`config.mk`:
```
export PLATFORM = sky130hd
export DESIGN_NAME = hm74_codec
export DESIGN_NICKNAME = d
export VERILOG_FILES = /design/src/rtl/hm74_pkg.sv /design/src/rtl/hm74_encoder.sv /design/src/rtl/hm74_syndrome.sv /design/src/rtl/hm74_corrector.sv /design/src/rtl/hm74_codec.sv
export SDC_FILE = /design/constraint.sdc
export NUM_CORES = 1
export LEC_CHECK = 0
export CAP_MARGIN = 10
export CORE_MARGIN = 1
export CORE_UTILIZATION = 30
export CTS_CLUSTER_SIZE = 24
export DETAILED_ROUTE_END_ITERATION = 8
export PLACE_DENSITY = 0.75
export SLEW_MARGIN = 20
export SYNTH_ARGS = -nofsm -noshare
export SYNTH_HDL_FRONTEND = slang
export SYNTH_SLANG_ARGS = --single-unit
```
`constraint.sdc`:
```
create_clock -name clk -period 0.8 [get_ports clk]
set_input_delay 0.16 -clock clk [delete_from_list [all_inputs] [get_ports clk]]
set_output_delay 0.16 -clock clk [all_outputs]
set_load 0.03 [all_outputs]
```
`src/rtl/hm74_pkg.sv`:
```
package hm74_pkg;
  localparam int DATA_W = 4;
  localparam int SYN_W  = 3;
  localparam int CODE_W = DATA_W + SYN_W;

  typedef logic [DATA_W-1:0] data_t;
  typedef logic [SYN_W-1:0]  syn_t;
  typedef logic [CODE_W-1:0] code_t;

  // position p (1-based) is a parity slot when it is a power of two
  function automatic logic is_parity_pos(int p);
    return (p & (p - 1)) == 0;
  endfunction

  // scatter data bits into the non-parity slots, lowest first
  function automatic code_t scatter(data_t d);
    code_t c;
    int idx;
    c = '0;
    idx = 0;
    for (int p = 1; p <= CODE_W; p++) begin
      if (!is_parity_pos(p)) begin
        c[p-1] = d[idx];
        idx++;
      end
    end
    return c;
  endfunction

  // gather data bits back out of the non-parity slots
  function automatic data_t gather(code_t c);
    data_t d;
    int idx;
    d = '0;
    idx = 0;
    for (int p = 1; p <= CODE_W; p++) begin
      if (!is_parity_pos(p)) begin
        d[idx] = c[p-1];
        idx++;
      end
    end
    return d;
  endfunction

  // bit k: XOR of every position whose number has bit k set
  function automatic syn_t syndrome(code_t c);
    syn_t s;
    s = '0;
    for (int p = 1; p <= CODE_W; p++) begin
      for (int k = 0; k < SYN_W; k++) begin
        if (p[k]) s[k] = s[k] ^ c[p-1];
      end
    end
    return s;
  endfunction

  // parity slots are zero after scatter, so syndrome yields their values
  function automatic code_t encode(data_t d);
    code_t c;
    syn_t  s;
    c = scatter(d);
    s = syndrome(c);
    for (int k = 0; k < SYN_W; k++) c[(1 << k) - 1] = s[k];
    return c;
  endfunction
endpackage

```
`src/rtl/hm74_encoder.sv`:
```
module hm74_encoder
  import hm74_pkg::*;
(
  input  data_t data_i,
  output code_t code_o
);
  always_comb code_o = encode(data_i);
endmodule

```
`src/rtl/hm74_syndrome.sv`:
```
module hm74_syndrome
  import hm74_pkg::*;
(
  input  code_t code_i,
  output syn_t  syn_o,
  output logic  hit_o
);
  always_comb begin
    syn_o = syndrome(code_i);
    hit_o = |syn_o;
  end
endmodule

```
`src/rtl/hm74_corrector.sv`:
```
module hm74_corrector
  import hm74_pkg::*;
(
  input  code_t code_i,
  input  syn_t  syn_i,
  output code_t mask_o,
  output data_t data_o
);
  code_t fixed_code;

  for (genvar i = 0; i < CODE_W; i++) begin : g_flip
    assign mask_o[i] = (syn_i == SYN_W'(i + 1));
  end

  assign fixed_code = code_i ^ mask_o;
  assign data_o     = gather(fixed_code);
endmodule

```
`src/rtl/hm74_codec.sv`:
```
module hm74_codec
  import hm74_pkg::*;
(
  input  logic              clk,
  input  logic              rst_n,
  input  logic [DATA_W-1:0] enc_data_i,
  output logic [CODE_W-1:0] enc_code_o,
  input  logic              dec_valid_i,
  input  logic [CODE_W-1:0] dec_code_i,
  output logic              dec_valid_o,
  output logic [DATA_W-1:0] dec_data_o,
  output logic [SYN_W-1:0]  dec_syndrome_o,
  output logic              dec_fixed_o
);
  syn_t  raw_syn;
  logic  raw_hit;
  code_t flip_mask;
  data_t raw_data;

  hm74_encoder u_enc (
    .data_i (enc_data_i),
    .code_o (enc_code_o)
  );

  hm74_syndrome u_syn (
    .code_i (dec_code_i),
    .syn_o  (raw_syn),
    .hit_o  (raw_hit)
  );

  hm74_corrector u_fix (
    .code_i (dec_code_i),
    .syn_i  (raw_syn),
    .mask_o (flip_mask),
    .data_o (raw_data)
  );

  always_ff @(posedge clk or negedge rst_n) begin
    if (!rst_n) begin
      dec_valid_o    <= 1'b0;
      dec_fixed_o    <= 1'b0;
      dec_data_o     <= '0;
      dec_syndrome_o <= '0;
    end else begin
      dec_valid_o <= dec_valid_i;
      dec_fixed_o <= dec_valid_i & raw_hit;
      if (dec_valid_i) begin
        dec_data_o     <= raw_data;
        dec_syndrome_o <= raw_syn;
      end
    end
  end
endmodule

```
# After elaboration in Yosys (flattened, before gate mapping)

Cells that the tools add are included.

Logic and storage cells: 29
Bits of input ports: 14
Output and inout bits: 16
Register bits: 9

Equality and inequality tests: 7
Bitwise logic cells: 17
Reduce and logical (&&, ||, !) cells: 1

Operator list:

| kind               | number |
|---|---|
| $xor 1x1->1        | 15 |
| $eq 3x3->1 const B | 4 |
| $xor 7x7->7        | 1 |
| $eq 3x2->1 const B | 2 |
| $eq 3x1->1 const B | 1 |
| $reduce_or 3->1    | 1 |
| $and 1x1->1        | 1 |

# Logic depth before layout (Yosys ltp)

Word-level depth: 5
Depth in mapped cells: 4
Gate-level depth less buffers: 4

# By module

A second synthesis with hierarchy kept.

Cell total of the unflattened synthesis: 46
Area total of the unflattened synthesis: 630.6 um^2

Modules (own cells, without submodules):

| module         | area each (um^2) | instances | sequential area each (um^2) | cells an instance |
|---|---|---|---|---|
| hm74_codec     | 349.1            | 1         | 225.2                       | 18 |
| hm74_encoder   | 101.3            | 1         | 0.0                         | 7 |
| hm74_corrector | 96.3             | 1         | 0.0                         | 12 |
| hm74_syndrome  | 83.8             | 1         | 0.0                         | 9 |

# Worst setup path before layout

No wires, ideal clock.

Path kind: input -> register
Start: in dec_code_i[3]
End: reg dec_data_o[1]
Cell stages on the path: 4
Data required time: 0.718 ns
Path slack: -0.558 ns
Library setup time: 0.082 ns
Arrival: 1.276 ns
Cell sequence: xnor2_1 xor2_1 or4_1 a31oi_1

Longest elaborated chain between the ends: 5

Ends and longest elaborated chain:

| item                     | RTL line             | source |
|---|---|---|
| from (decl)              | hm74_codec.sv:9      | `input logic [CODE_W-1:0] dec_code_i,` |
| $xor 1x1->1 (3 in a row) | hm74_pkg.sv:51       | `if (p[k]) s[k] = s[k] ^ c[p-1];` |
| $eq 3x3->1               | hm74_corrector.sv:12 | `assign mask_o[i] = (syn_i == SYN_W'(i + 1));` |
| $xor 7x7->7              | hm74_corrector.sv:15 | `assign fixed_code = code_i ^ mask_o;` |
| to (signal assigned)     | hm74_codec.sv:48     | `dec_data_o <= raw_data;` |
| to (decl)                | hm74_codec.sv:11     | `output logic [DATA_W-1:0] dec_data_o,` |

No other way between the ends.
A chain may end at the register's enable or synchronous reset.

# Worst setup path after layout

Start: in dec_code_i[6]
End: reg dec_data_o[1]

Longest elaborated chain between the ends: 3

Ends and longest elaborated chain:

| item            | RTL line |
|---|---|
| $xor 1x1->1     | hm74_pkg.sv:51 |
| $eq 3x3->1 (*)  | hm74_corrector.sv:12 |
| $xor 7x7->7 (*) | hm74_corrector.sv:15 |

Every way passes the cells marked *; elsewhere a longest branch is shown, timed or not.

==> flow_metrics.env <==
export IMPL_setup_ws_ns=-0.466
export IMPL_synth_seq_cells=9
export IMPL_dp_hpwl_um=1250
export IMPL_drive_gt1_frac=0.692
export IMPL_ys_top_cells_by_count="11 x xnor2_1, 9 x dfrtp_1, 6 x nor2_1"
export IMPL_post_place_ws_ns=-1.14
export IMPL_fmax_ghz=0.790
export IMPL_r2r_setup_slack_ns=-0.05
export IMPL_crit_required_ns=0.98
export IMPL_area_growth_pct=133
export IMPL_drt_iter0_drc=11
export IMPL_nNetsFinal=132
export IMPL_postRouteAntennaNets=0
export IMPL_violations="negative setup slack"
export IMPL_synth_warnings=0
export IMPL_antenna_found_initial=0
export IMPL_gp_congestion=0.702
export IMPL_drv_slew=0
export IMPL_grtUsageTotal=0.200
export IMPL_die_y_um=46.8
export IMPL_seq_area_frac_synth=0.373
export IMPL_min_path_type="in -> async"
export IMPL_fin_tns_setup_ns=-4.01
export IMPL_grt_max_degree=18
export IMPL_initial_core_util=0.335
export IMPL_yosysTopAreaCell="dfrtp_1"
export IMPL_ctsRootBufferMaster="clkbuf_4"
export IMPL_yosysMostFrequentCell="xnor2_1"
export IMPL_timing_rr_end="dec_data_o[0]$_DFFE_PN0P_"
export IMPL_htreeDepth=1
export IMPL_synth_edff_count=0
export IMPL_clock_path_buffers=2
export IMPL_dr_pass1_iters=4
export IMPL_drv_cap=0
export IMPL_synth_cell_types=23
export IMPL_grt_pass1_vias=656
export IMPL_synth_top_cell_area_share=0.373
export IMPL_avgSynthCellArea_sq_um=9.89
export IMPL_synthFlopType="dfrtp_1"
export IMPL_diodes=0
export IMPL_reg2regPathDepth=3
export IMPL_maxSlewHeadroom=0.802
export IMPL_clkLatencyLatePin_ns=0.27
export IMPL_grt_pass1_wl_um=2950
export IMPL_num_rows=15
export IMPL_critical_path_startpoint_type="input pin"
export IMPL_critical_path_class="in -> reg"
export IMPL_via_per_inst=4.71
export IMPL_cts_tree="built"
export IMPL_dieWidth_um=46.8
export IMPL_timing_rr_start="dec_data_o[0]$_DFFE_PN0P_"
export IMPL_clock_sinks=9
export IMPL_fin_crit_sh=1.58
export IMPL_numCtsBuffers=3
export IMPL_period_needed_ns=1.27
export IMPL_arrival_ns=1.44
export IMPL_power_static_leakage_nw=0.618
export IMPL_syn_nets=75
export IMPL_die_area_sq_mm=0.00219
export IMPL_crit_path_start="dec_code_i[6]"
export IMPL_routedWlPerCell_um=13.6
export IMPL_ys_top_cells_by_area="dfrtp_1 37%, xnor2_1 16%, xor2_1 5.8%, buf_4 5.0%, xor2_4 4.6%"
export IMPL_drt_total_wl_um=1930
export IMPL_drc_errors=0
export IMPL_status="complete, but fails checks"
export IMPL_hold_buffers=0
export IMPL_cp_end_kind="flop"
export IMPL_tightestPinTransition_ns=0.297
export IMPL_clk_pin_slew_ns=0.06
export IMPL_max_vdd_ir_drop_v=0.00106
export IMPL_overflow=0
export IMPL_total_power_mw=2.30
export IMPL_fp_coreArea_sq_mm=0.00180
export IMPL_synthArstFlopShare=1.00
export IMPL_portBuffers=29
export IMPL_routed_via_count=669
export IMPL_io_pins=30
export IMPL_rsz0062_at_grt="yes"
export IMPL_skew_ns=0
export IMPL_setup_viol=19
export IMPL_synth_area_sq_um=603
export IMPL_endpoint="dec_data_o[1]$_DFFE_PN0P_"
export IMPL_fin_util=0.778
export IMPL_crit_fanout=5
export IMPL_syn_inst=61
export IMPL_powerDensity_mw_per_mm2=1640
export IMPL_finalHoldViolations=0
report_power, final:
| group | total [mW] | leakage (nW) | internal [mW] | switching [mW] |
|---|---|---|---|---|
| clock network | 0.378 | 0.0150 | 0.194 | 0.184 |
| registers | 0.575 | 0.103 | 0.523 | 0.0519 |
| logic | 1.35 | 0.500 | 0.720 | 0.630 |
| total | 2.30 | 0.618 | 1.44 | 0.866 |
cell type report:
class,instances,area (sq um)
multi-input cells,44,543
clock buffers,4,26.3
flip-flops and latches,9,225
fillers,122,399
inverters,2,7.51
well taps,25,31.3
repair buffers,58,569
worst max-delay path, stage by stage:
cell	delay, ns
buf_8	0.10
buf_12	0.12
xor2_4	0.24
xnor2_1	0.11
or4_1	0.51
a31oi_1	0.20
layout by cell type (no fill, tap or decap), drive strengths merged:
master	count
clkbuf	6
clkdlybuf4s50	2
o221ai	1
xor2	5
nand3	2
a31oi	3
o21ai	1
buf	54
o31a	1
inv	2
dfrtp	9
and3	1
o2111ai	1
nor2	6
or3	1
xnor2	12
o31ai	2
a21oi	4
nor3	1
or4	2
nand2	1
metal layers:
metal / global-route usage / routed length [um] / vias up
li1: - / - / 320
met1: 0.225 / 722 / 326
met2: 0.358 / 1120 / 21
met3: 0.0269 / 62 / 2
met4: 0.114 / 23 / 0
met5: 0 / 0 / -
state kept, by name (all words and copies together) (netlist names):
signal	cells
dec_fixed_o	1
dec_data_o	4
dec_syndrome_o	3
dec_valid_o	1
worst min path at each step:
stage                from                             to  slack [ns]  depth (start not counted)
finish              rst_n          dec_valid_o$_DFF_PN0_        0.22                          2
global route        rst_n      dec_data_o[2]$_DFFE_PN0P_        0.22                          2
CTS                 rst_n  dec_syndrome_o[2]$_DFFE_PN0P_        0.22                          2
detailed placement  rst_n      dec_data_o[1]$_DFFE_PN0P_        0.49                          2
global placement    rst_n      dec_data_o[1]$_DFFE_PN0P_        0.49                          2
floorplan           rst_n      dec_data_o[0]$_DFFE_PN0P_       -0.14                          0
per-stage QoR:
step           hold WS, ns  instances  area (sq um)
6_report             0.216        142          1400
5_1_grt              0.219        142          1400
4_1_cts              0.223        140          1390
3_5_place_dp         0.487        132          1230
3_3_place_gp         0.488        132          1230
2_1_floorplan       -0.136         61           788
cells by family (layout without fill, tap and decap cells):
| logic type | after synthesis | count (layout) | share of synthesized area |
|---|---|---|---|
| compound gates | 13 | 13 | 0.143 |
| xor+xnor | 17 | 17 | 0.290 |
| buf+inv | 8 | 64 | 0.0747 |
| flops | 9 | 9 | 0.373 |
| simple gates | 14 | 14 | 0.118 |
what timing repair did:
item                       CTS  global route
gates resized for setup     78             7
hold endpoints to repair     0             0
pin swaps                   14             9
setup endpoints to repair   24            20
buffers inserted             4             4
No activity file was read; power rests on OpenSTA's default activity.
